## src/rtl/sau_pkg.sv

```systemverilog
package sau_pkg;
  localparam int MUL_W      = 32;
  localparam int RAD_W      = 50;
  localparam int ROOT_W     = RAD_W / 2;
  localparam int RES_W      = 2 * MUL_W;
  localparam int MUL_STEPS  = MUL_W;
  localparam int SQRT_STEPS = ROOT_W + 1;
  localparam int MAX_STEPS  = (MUL_STEPS > SQRT_STEPS) ? MUL_STEPS : SQRT_STEPS;
  localparam int CNT_W      = $clog2(MAX_STEPS + 1);
  localparam int ACC_W      = ((MUL_W + 1) > (ROOT_W + 2)) ? (MUL_W + 1) : (ROOT_W + 2);
  localparam int SHF_W      = (MUL_W > RAD_W) ? MUL_W : RAD_W;
  localparam int AUX_W      = (MUL_W > ROOT_W) ? MUL_W : ROOT_W;

  typedef enum logic {OP_MUL = 1'b0, OP_SQRT = 1'b1} sau_op_e;

  // acc: product high half / partial remainder
  // shf: product low half + multiplier / radicand being consumed
  // aux: multiplicand / root being built
  typedef struct packed {
    logic [ACC_W-1:0] acc;
    logic [SHF_W-1:0] shf;
    logic [AUX_W-1:0] aux;
  } sau_state_t;

  function automatic sau_state_t mul_step(input sau_state_t s);
    sau_state_t n;
    logic [MUL_W:0] addend;
    logic [MUL_W:0] sum;
    addend = s.shf[0] ? {1'b0, s.aux[MUL_W-1:0]} : '0;
    sum    = {1'b0, s.acc[MUL_W-1:0]} + addend;
    n      = '0;
    n.acc[MUL_W-1:0] = sum[MUL_W:1];
    n.shf[MUL_W-1:0] = {sum[0], s.shf[MUL_W-1:1]};
    n.aux  = s.aux;
    return n;
  endfunction

  function automatic sau_state_t sqrt_step(input sau_state_t s);
    sau_state_t n;
    logic [ROOT_W+2:0] rem_sh;
    logic [ROOT_W+2:0] trial;
    logic [ROOT_W+2:0] rem_nx;
    logic              bit_nx;
    rem_sh = {s.acc[ROOT_W:0], s.shf[RAD_W-1 -: 2]};
    trial  = {1'b0, s.aux[ROOT_W-1:0], 2'b01};
    bit_nx = (rem_sh >= trial);
    rem_nx = bit_nx ? (rem_sh - trial) : rem_sh;
    n      = '0;
    n.acc[ROOT_W:0]    = rem_nx[ROOT_W:0];
    n.shf              = s.shf << 2;
    n.aux[ROOT_W-1:0]  = {s.aux[ROOT_W-2:0], bit_nx};
    return n;
  endfunction

  function automatic logic [RES_W-1:0] mul_result(input sau_state_t s);
    return {s.acc[MUL_W-1:0], s.shf[MUL_W-1:0]};
  endfunction

  function automatic logic [RES_W-1:0] sqrt_result(input sau_state_t s);
    return RES_W'(s.aux[ROOT_W-1:0]);
  endfunction
endpackage

```

## src/rtl/sau_ctrl.sv

```systemverilog
module sau_ctrl
  import sau_pkg::*;
(
  input  logic             clk,
  input  logic             rst_n,
  input  logic             start_i,
  input  logic             sqrt_sel_i,
  output logic             busy_o,
  output logic             done_o,
  output sau_op_e          op_o,
  output logic             step_en_o,
  output logic             last_o
);
  logic [CNT_W-1:0] cnt_q;
  logic             busy_q, done_q;
  sau_op_e          op_q;
  logic             setup_cyc;
  logic             abort_ev;

  assign setup_cyc = busy_q && (op_q == OP_SQRT) && (cnt_q == CNT_W'(SQRT_STEPS));
  assign last_o    = busy_q && (cnt_q == CNT_W'(1));
  assign step_en_o = busy_q && !setup_cyc;
  assign abort_ev  = start_i && busy_q;

  always_ff @(posedge clk or negedge rst_n) begin
    if (!rst_n) begin
      cnt_q  <= '0;
      busy_q <= 1'b0;
      done_q <= 1'b0;
      op_q   <= OP_MUL;
    end else if (start_i) begin
      op_q   <= sqrt_sel_i ? OP_SQRT : OP_MUL;
      cnt_q  <= sqrt_sel_i ? CNT_W'(SQRT_STEPS) : CNT_W'(MUL_STEPS);
      busy_q <= 1'b1;
      done_q <= 1'b0;
    end else if (busy_q) begin
      cnt_q <= cnt_q - CNT_W'(1);
      if (last_o) begin
        busy_q <= 1'b0;
        done_q <= 1'b1;
      end
    end
  end

  assign busy_o = busy_q;
  assign done_o = done_q;
  assign op_o   = op_q;

  p_cnt_live_r3: assert property (@(posedge clk) disable iff (!rst_n)
    busy_q |-> (cnt_q != '0) && (cnt_q <= CNT_W'(MAX_STEPS)));
  p_done_excl_r10: assert property (@(posedge clk) disable iff (!rst_n)
    !(busy_q && done_q));
  p_done_sticky_r10: assert property (@(posedge clk) disable iff (!rst_n)
    (done_q && !start_i) |=> done_q);
  p_restart_r8: assert property (@(posedge clk) disable iff (!rst_n)
    abort_ev |=> busy_q && !done_q);
  p_start_busy_r3: assert property (@(posedge clk) disable iff (!rst_n)
    start_i |=> busy_q && !done_q);
endmodule

```

## src/rtl/sau_datapath.sv

```systemverilog
module sau_datapath
  import sau_pkg::*;
(
  input  logic             clk,
  input  logic             rst_n,
  input  logic             start_i,
  input  logic             sqrt_sel_i,
  input  logic [MUL_W-1:0] mul_a_i,
  input  logic [MUL_W-1:0] mul_b_i,
  input  logic [RAD_W-1:0] radicand_i,
  input  logic             busy_i,
  input  sau_op_e          op_i,
  input  logic             step_en_i,
  input  logic             last_i,
  output logic [RES_W-1:0] res_hold_o
);
  sau_state_t       st_q, st_nxt, st_init;
  logic [RES_W-1:0] res_q, res_fin;
  logic [MUL_W-1:0] a_iso, b_iso;
  logic [RAD_W-1:0] r_iso;
  logic             commit_ev;

  // operand isolation: inputs reach the datapath only on a start edge
  assign a_iso = (start_i && !sqrt_sel_i) ? mul_a_i    : '0;
  assign b_iso = (start_i && !sqrt_sel_i) ? mul_b_i    : '0;
  assign r_iso = (start_i &&  sqrt_sel_i) ? radicand_i : '0;

  always_comb begin
    st_init = '0;
    if (sqrt_sel_i) begin
      st_init.shf[RAD_W-1:0] = r_iso;
    end else begin
      st_init.shf[MUL_W-1:0] = b_iso;
      st_init.aux[MUL_W-1:0] = a_iso;
    end
  end

  always_comb begin
    if (!step_en_i)          st_nxt = st_q;
    else if (op_i == OP_SQRT) st_nxt = sqrt_step(st_q);
    else                     st_nxt = mul_step(st_q);
  end

  assign res_fin   = (op_i == OP_SQRT) ? sqrt_result(st_nxt) : mul_result(st_nxt);
  assign commit_ev = last_i && !start_i;

  always_ff @(posedge clk or negedge rst_n) begin
    if (!rst_n) begin
      st_q  <= '0;
      res_q <= '0;
    end else if (start_i) begin
      st_q <= st_init;
    end else if (busy_i) begin
      if (last_i) begin
        st_q  <= '0;
        res_q <= res_fin;
      end else begin
        st_q <= st_nxt;
      end
    end
  end

  assign res_hold_o = res_q;

  p_idle_zero_r9: assert property (@(posedge clk) disable iff (!rst_n)
    !busy_i |-> (st_q == '0));
  p_res_only_on_commit_r8: assert property (@(posedge clk) disable iff (!rst_n)
    !commit_ev |=> $stable(res_q));
  p_sqrt_high_zero_r4: assert property (@(posedge clk) disable iff (!rst_n)
    (commit_ev && op_i == OP_SQRT) |=> (res_q[RES_W-1:ROOT_W] == '0));
endmodule

```

## src/rtl/seq_arith_unit.sv

```systemverilog
module seq_arith_unit
  import sau_pkg::*;
(
  input  logic             clk,
  input  logic             rst_n,
  input  logic             start_i,
  input  logic             sqrt_sel_i,
  input  logic [31:0]      mul_a_i,
  input  logic [31:0]      mul_b_i,
  input  logic [49:0]      radicand_i,
  input  logic             load_i,
  output logic             busy_o,
  output logic             done_o,
  output logic [63:0]      result_o
);
  sau_op_e          op_w;
  logic             step_en_w, last_w, busy_w;
  logic [RES_W-1:0] res_hold_w;
  logic [RES_W-1:0] result_q;

  sau_ctrl u_ctrl (
    .clk       (clk),
    .rst_n     (rst_n),
    .start_i   (start_i),
    .sqrt_sel_i(sqrt_sel_i),
    .busy_o    (busy_w),
    .done_o    (done_o),
    .op_o      (op_w),
    .step_en_o (step_en_w),
    .last_o    (last_w)
  );

  sau_datapath u_dp (
    .clk       (clk),
    .rst_n     (rst_n),
    .start_i   (start_i),
    .sqrt_sel_i(sqrt_sel_i),
    .mul_a_i   (mul_a_i),
    .mul_b_i   (mul_b_i),
    .radicand_i(radicand_i),
    .busy_i    (busy_w),
    .op_i      (op_w),
    .step_en_i (step_en_w),
    .last_i    (last_w),
    .res_hold_o(res_hold_w)
  );

  always_ff @(posedge clk or negedge rst_n) begin
    if (!rst_n)      result_q <= '0;
    else if (load_i) result_q <= res_hold_w;
  end

  assign busy_o   = busy_w;
  assign result_o = result_q;

  p_load_hold_r6: assert property (@(posedge clk) disable iff (!rst_n)
    !load_i |=> $stable(result_q));
  p_load_value_r6: assert property (@(posedge clk) disable iff (!rst_n)
    load_i |=> (result_q == $past(res_hold_w)));
  p_load_busy_r7: assert property (@(posedge clk) disable iff (!rst_n)
    (load_i && busy_w && !last_w) |=> (result_q == res_hold_w));
endmodule

```

## config.mk

```make
export PLATFORM = sky130hd
export DESIGN_NAME = seq_arith_unit
export DESIGN_NICKNAME = d
export VERILOG_FILES = /design/src/rtl/sau_pkg.sv /design/src/rtl/sau_ctrl.sv /design/src/rtl/sau_datapath.sv /design/src/rtl/seq_arith_unit.sv
export SDC_FILE = /design/constraint.sdc
export NUM_CORES = 1
export LEC_CHECK = 0
export BUFFER_PORTS_ARGS = -buffer_cell sky130_fd_sc_hd__buf_2
export CAP_MARGIN = 20
export CORE_UTILIZATION = 59
export DETAILED_ROUTE_END_ITERATION = 7
export PLACE_DENSITY_LB_ADDON = 0.2
export SETUP_SLACK_MARGIN = 0.02
export SLEW_MARGIN = 40
export SYNTH_ARGS = -nofsm -noshare
export SYNTH_HDL_FRONTEND = slang
export SYNTH_SLANG_ARGS = --single-unit
```

## constraint.sdc

```tcl
create_clock -name clk -period 3.2 [get_ports clk]
set_input_delay 0.16 -clock clk [delete_from_list [all_inputs] [get_ports clk]]
set_output_delay 0.16 -clock clk [all_outputs]
set_load 0.05 [all_outputs]
```

Yosys cells after proc, flatten, opt, wreduce, memory -nomap -nowiden
Cells that the tools add are included.
- output and inout bits: 66
- logic and storage cells: 58
- register bits after elaboration: 251
- bits of input ports: 119
- eq/ne operators: 2
- $lt $le $gt $ge: 1
- add/sub/neg operators: 3
- bitwise gates (word level): 1
- reduce and logical (&&, ||, !) cells: 16
- multiplexer cells: 24
- operators with widths (operator ; count):
    114-bit 2-to-1 mux ; 5
    32-bit 2-to-1 mux ; 5
    64-bit 2-to-1 mux ; 1
    50-bit 2-to-1 mux ; 1
    32-bit by 32-bit adder with 33-bit output ; 1
    28-bit by 27-bit >= comparator with 1-bit output ; 1
    26-bit 2-to-1 mux ; 1
    26-bit subtractor ; 1
    18-bit 2-to-1 mux ; 1
    6-bit 2-to-1 mux ; 3
    1-bit 2-to-1 mux ; 7
    6-bit by 1-bit equality test with 1-bit output, second input constant ; 1
    6-bit by 5-bit equality test with 1-bit output, second input constant ; 1
    1-bit logical AND ; 6
    3-bit AND reduction ; 2
    3-bit nonzero test ; 2
    6-bit by 1-bit subtractor with 6-bit output, second input constant ; 1
    2-bit AND reduction ; 2
    2-bit nonzero test ; 2
    1-bit logical NOT ; 2
    1-bit inverter ; 1

Depth between registers and ports, before layout
- word-level depth: 8
- depth in mapped cells: 14
- gate-level depth less buffers: 13

By module
A second synthesis with hierarchy kept.
- cells, all modules: 1636
- area, all modules: 15810.2 µm²
- by module, submodules not included (module ; cells each ; times used ; sequential area each (µm²) ; area an instance (µm²)):
    sau_datapath ; 1456 ; 1 ; 4454.3 ; 12635.9
    seq_arith_unit ; 135 ; 1 ; 1601.5 ; 2678.8
    sau_ctrl ; 45 ; 1 ; 225.2 ; 495.5

Worst setup path before layout
No wires, ideal clock.
- path kind: reg-to-reg
- start point: register u_dp.st_q[32] (netlist bit)
- end point: register u_dp.st_q[111] (netlist bit)
- arrival: 2.785 ns
- clock period less this slack: 2.906 ns
- stages on the path, launching flop included: 14
- setup time: 0.121 ns
- path slack: 0.294 ns
- data required time: 3.079 ns
- path buffers: 2
- cell sequence: dfrtp_1 clkbuf_1 and2_1 ha_1 clkbuf_1 nand3_1 nor4_1 o21ai_0 a21oi_1 nor2_1 o21ai_0 a31oi_1 xnor2_1 a22o_1
- longest elaborated chain between the ends: 7
- RTL lines (what ; RTL line ; text):
    start, declared ; sau_datapath.sv:17 ; sau_state_t st_q, st_nxt, st_init;
    start signal, assigned ; sau_datapath.sv:52 ; st_q <= st_init;
    start signal, assigned ; sau_datapath.sv:58 ; st_q <= st_nxt;
    32-bit 2-to-1 mux ; sau_pkg.sv:29 ; addend = s.shf[0] ? {1'b0, s.aux[MUL_W-1:0]} : '0;
    32-bit by 32-bit adder with 33-bit output ; sau_pkg.sv:30 ; sum = {1'b0, s.acc[MUL_W-1:0]} + addend;
    114-bit 2-to-1 mux ; sau_datapath.sv:40 ; else if (op_i == OP_SQRT) st_nxt = sqrt_step(st_q);
    114-bit 2-to-1 mux ; sau_datapath.sv:39 ; if (!step_en_i) st_nxt = st_q;
    114-bit 2-to-1 mux ; sau_datapath.sv:54 ; if (last_i) begin
    114-bit 2-to-1 mux ; sau_datapath.sv:53 ; end else if (busy_i) begin
    114-bit 2-to-1 mux ; sau_datapath.sv:51 ; end else if (start_i) begin
No other way between the ends. The select of a mux whose other input is x is not followed.
A chain may end at the register's enable or synchronous reset.

Worst setup path after layout
- start point: register u_dp.st_q[100] (netlist bit)
- end point: register u_dp.st_q[99] (netlist bit)
- longest elaborated chain between the ends: 7
- elaborated cells on any way between the ends: 8
- classes of those cells: 1 x add/sub; 1 x order compare; 6 x mux
- RTL lines (what ; RTL line ; text):
    28-bit by 27-bit >= comparator with 1-bit output ; sau_pkg.sv:46 ; bit_nx = (rem_sh >= trial);
    26-bit 2-to-1 mux ; sau_pkg.sv:47 ; rem_nx = bit_nx ? (rem_sh - trial) : rem_sh;
    114-bit 2-to-1 mux (*) ; sau_datapath.sv:40 ;
    114-bit 2-to-1 mux (*) ; sau_datapath.sv:39 ;
    114-bit 2-to-1 mux (*) ; sau_datapath.sv:54 ;
    114-bit 2-to-1 mux (*) ; sau_datapath.sv:53 ;
    114-bit 2-to-1 mux (*) ; sau_datapath.sv:51 ;
Mark *: on every way between the ends. The rest lies on a longest branch, timed or not. The select of a mux whose other input is x is not followed.

==> out/metrics.yaml <==
placement:
  gp_congestion: 1.03
  dp_slack_ns: 0.0280
  place.detailed.hpwl_microns: 33600
  place.port_buffers: 184
critical_path:
  timing.critical_path.max_delay_family: "compound AO/OA/AOI/OAI gates"
  crit_path_max_fanout: 11
  crit_slowest_cell: "or4_4"
  cp-start-kind: "register"
  critPathMaxStageDelay_ns: 0.58
  path_cells: "ha_2, nand4_2, or4_4, o21ai_2, a41oi_1, o211a_2, buf_12, buf_4, a21oi_1, a21oi_1, a21o_1"
  end_kind: "register"
  crit_required_ns: 3.64
  r2r_setup_slack_ns: 0.08
  reg2reg_depth: 11
  criticalPathCategory: "register to register"
  crit_path_frequent_cell: "a21oi_1"
  rr_endpoint: "u_dp.st_q[99]$_DFFE_PN0P_"
  worstPathArrival_ns: 3.57
  r2r_start: "u_dp.st_q[100]$_DFFE_PN0P_"
  critPathBufInv: 2
die:
  dieWidth_microns: 160
  start_util_pct: 60.2
  die_y_microns: 160
  coreArea_sq_um: 24400
  die_area_sq_um: 25500
  io_pins: 185
  rows: 57
synth:
  ys_warn_count: 0
  synthArstFlopShare_pct: 100
  synth_cell_type_count: 70
  syn_inst: 1505
  synth-edff-count: 0
  ys_seq_area_share_pct: 42.8
  synth-seq-cells: 251
  synth_top_flop_cell: "dfrtp_1"
  netlist_area_sq_um: 14700
  syn_nets: 1687
  syn_avg_cell_area_sq_um: 9.76
timing:
  setup_ws_ns: 0.0752
  grt_setup_unrepaired: "yes"
  tightestPinTransition_ns: 0.895
  slew_violations: 0
  tns_ns: 0
  fmax_mhz: 320
  setup_viol: 0
  finClkSkew_ns: 0.00881
  slew_headroom_pct: 40.3
  timing_hold_violations_final: 0
  post-route-min-period_ns: 3.12
  fin_crit_sh_pct: 97.6
grt:
  grtUsageTotal_pct: 39.8
  grt_pass1_wl_microns: 79500
  gr-total-overflow: 0
  antenna_found_initial: 3
  grt_max_degree: 108
  grt_pass1_vias: 13900
flow_run:
  maxCapViolCount: 0
cells_and_area:
  regArea_sq_um: 6290
  fin_nets: 2025
  drive_above_1_share_pct: 25.3
  nFillCells: 1594
  synthToLayoutAreaGrowth_pct: 28.1
  multiInputGateArea_sq_um: 7890
  layout_common_cells: "dfrtp_1 (241), buf_2 (183), a21oi_1 (115)"
  post-route-util_pct: 77.1
  final_common_cell: "dfrtp_1"
clock_network:
  cts_tree: "yes"
  clkLatencyLatePin_ns: 0.55
  path_clk_slew_ns: 0.06
  cts_max_path_buffers: 3
  cts.sinks: 251
  h-tree-depth: 1
  root_buffer: "clkbuf_16"
  cts_buffers: 28
min_path:
  min_to: "u_dp.st_q[52]$_DFFE_PN0P_"
  holdCritStartpoint: "radicand_i[20]"
  hold_depth: 3
  min_path_type: "input port to register"
status:
  status: "finished, final reports clean"
pwr:
  powerDensity_nw_per_um2: 768
  leakage_nw: 9.41
  max-vdd-ir-drop_mv: 0.547
detailed_routing:
  drtIter0Drc: 1668
  dr.pass1.iters: 6
  drc: 0
  vias: 14100
  wire_per_inst_microns: 23.3
  wirelength_microns: 51000
  vias_per_cell: 6.45
  ant_nets: 0
## power by group
part	total (W)	switching [W]	internal (W)
Combinational	0.00658	0.00383	0.00274
Clock	0.00361	0.00136	0.00226
Sequential	0.00425	0.000559	0.00369
Total	0.0144	0.00575	0.00869
## layer usage
metal | vias up | wire, microns | global-route usage (%)
li1 | 6224 | - | -
met1 | 6890 | 21300 | 56.0
met2 | 837 | 23000 | 61.7
met3 | 166 | 4390 | 5.48
met4 | 4 | 2300 | 17.5
met5 | - | 25 | 0
## worst max-delay path by stage
stage                                          start                              end  slack (ns)  cells past startpoint
final                     u_dp.st_q[100]$_DFFE_PN0P_        u_dp.st_q[99]$_DFFE_PN0P_        0.08                     11
after global routing       u_dp.st_q[32]$_DFFE_PN0P_  u_dp.res_hold_o[63]$_DFFE_PN0P_       -0.07                     13
after CTS                  u_dp.st_q[32]$_DFFE_PN0P_  u_dp.res_hold_o[63]$_DFFE_PN0P_        0.02                     13
after detailed placement   u_dp.st_q[11]$_DFFE_PN0P_   u_dp.res_hold_o[0]$_DFFE_PN0P_        0.03                     11
after global placement     u_dp.st_q[11]$_DFFE_PN0P_   u_dp.res_hold_o[0]$_DFFE_PN0P_        0.05                     11
after floorplan            u_dp.st_q[32]$_DFFE_PN0P_       u_dp.st_q[111]$_DFFE_PN0P_        0.29                     13
## cells in the mapped netlist (17+ instances only)
library cell	instances	share of area, %
dfrtp_1	251	43
xnor2_1	33	2.0
a222oi_1	18	1.2
o21ai_0	104	3.5
o211ai_1	20	1.0
nor2_1	95	2.4
a21oi_1	116	4.0
clkbuf_1	80	2.0
xor2_1	19	1.1
ha_1	62	5.3
inv_1	62	1.6
a22o_1	31	1.8
nand2_1	113	2.9
a21o_1	43	2.2
and2_1	38	1.6
a221oi_1	33	2.0
nand3_1	17	0.58
mux2i_1	70	4.8
mux2_2	90	6.9
a211oi_1	19	0.97
a22oi_1	26	1.3
## flip-flops by register name, indices dropped and copies added (netlist names)
name             cells
u_dp.st_q          114
result_o            64
u_dp.res_hold_o     64
u_ctrl.cnt_q         6
u_ctrl.busy_o        1
u_ctrl.done_o        1
u_ctrl.op_o          1
## worst register-to-register path: stages, from the launching register on
cell and delay [ns]:
dfrtp_1 0.47, ha_2 0.44, nand4_2 0.18, or4_4 0.58, o21ai_2 0.12, a41oi_1 0.13, o211a_2 0.23, buf_12 0.17
buf_4 0.17, a21oi_1 0.23, a21oi_1 0.10, a21o_1 0.19
## final cells by class
class	count	share of cell area, %
clock inverters	14	1.24
clock buffers	38	4.30
inverters	63	1.26
repair buffers	403	15.6
flip-flops and latches	251	33.5
well taps	324	2.16
diodes	1	0.0133
multi-input cells	1096	42.0
## what timing repair did
item	4_1_cts	5_1_grt
gates cloned	0	0
setup buffers	0	5
resized for setup	2	32
hold buffers	111	0
endpoints found under the hold margin	184	0
pin swaps	0	5
endpoints found under the setup margin	3	39
## through the flow
step / hold slack (ns) / power [W] / cell area (sq um) / cells
6_report: 0.00958 / 0.0144 / 18800 / 2190
5_1_grt: 0.0295 / 0.0150 / 18800 / 2190
2_1_floorplan: -0.136 / 0.00804 / 14700 / 1505
3_3_place_gp: 0.267 / 0.0102 / 16500 / 2020
3_5_place_dp: 0.270 / 0.0103 / 16500 / 2020
4_1_cts: 0.00304 / 0.0140 / 18600 / 2183
## logic make-up (layout without fill, tap and decap cells)
kind of cell | Yosys count | in the layout | share of synthesized area [%]
muxes | 160 | 160 | 11.7
buffers and inverters | 158 | 518 | 4.19
AOI/OAI and AO/OA | 487 | 487 | 22.1
adders and majority gates | 63 | 63 | 5.42
DFF | 251 | 251 | 42.8
and+or+nand+nor | 334 | 334 | 10.7
xor gates and xnor gates | 52 | 52 | 3.10
other | 0 | 1 | 0
(Power assumes the default switching activity.)
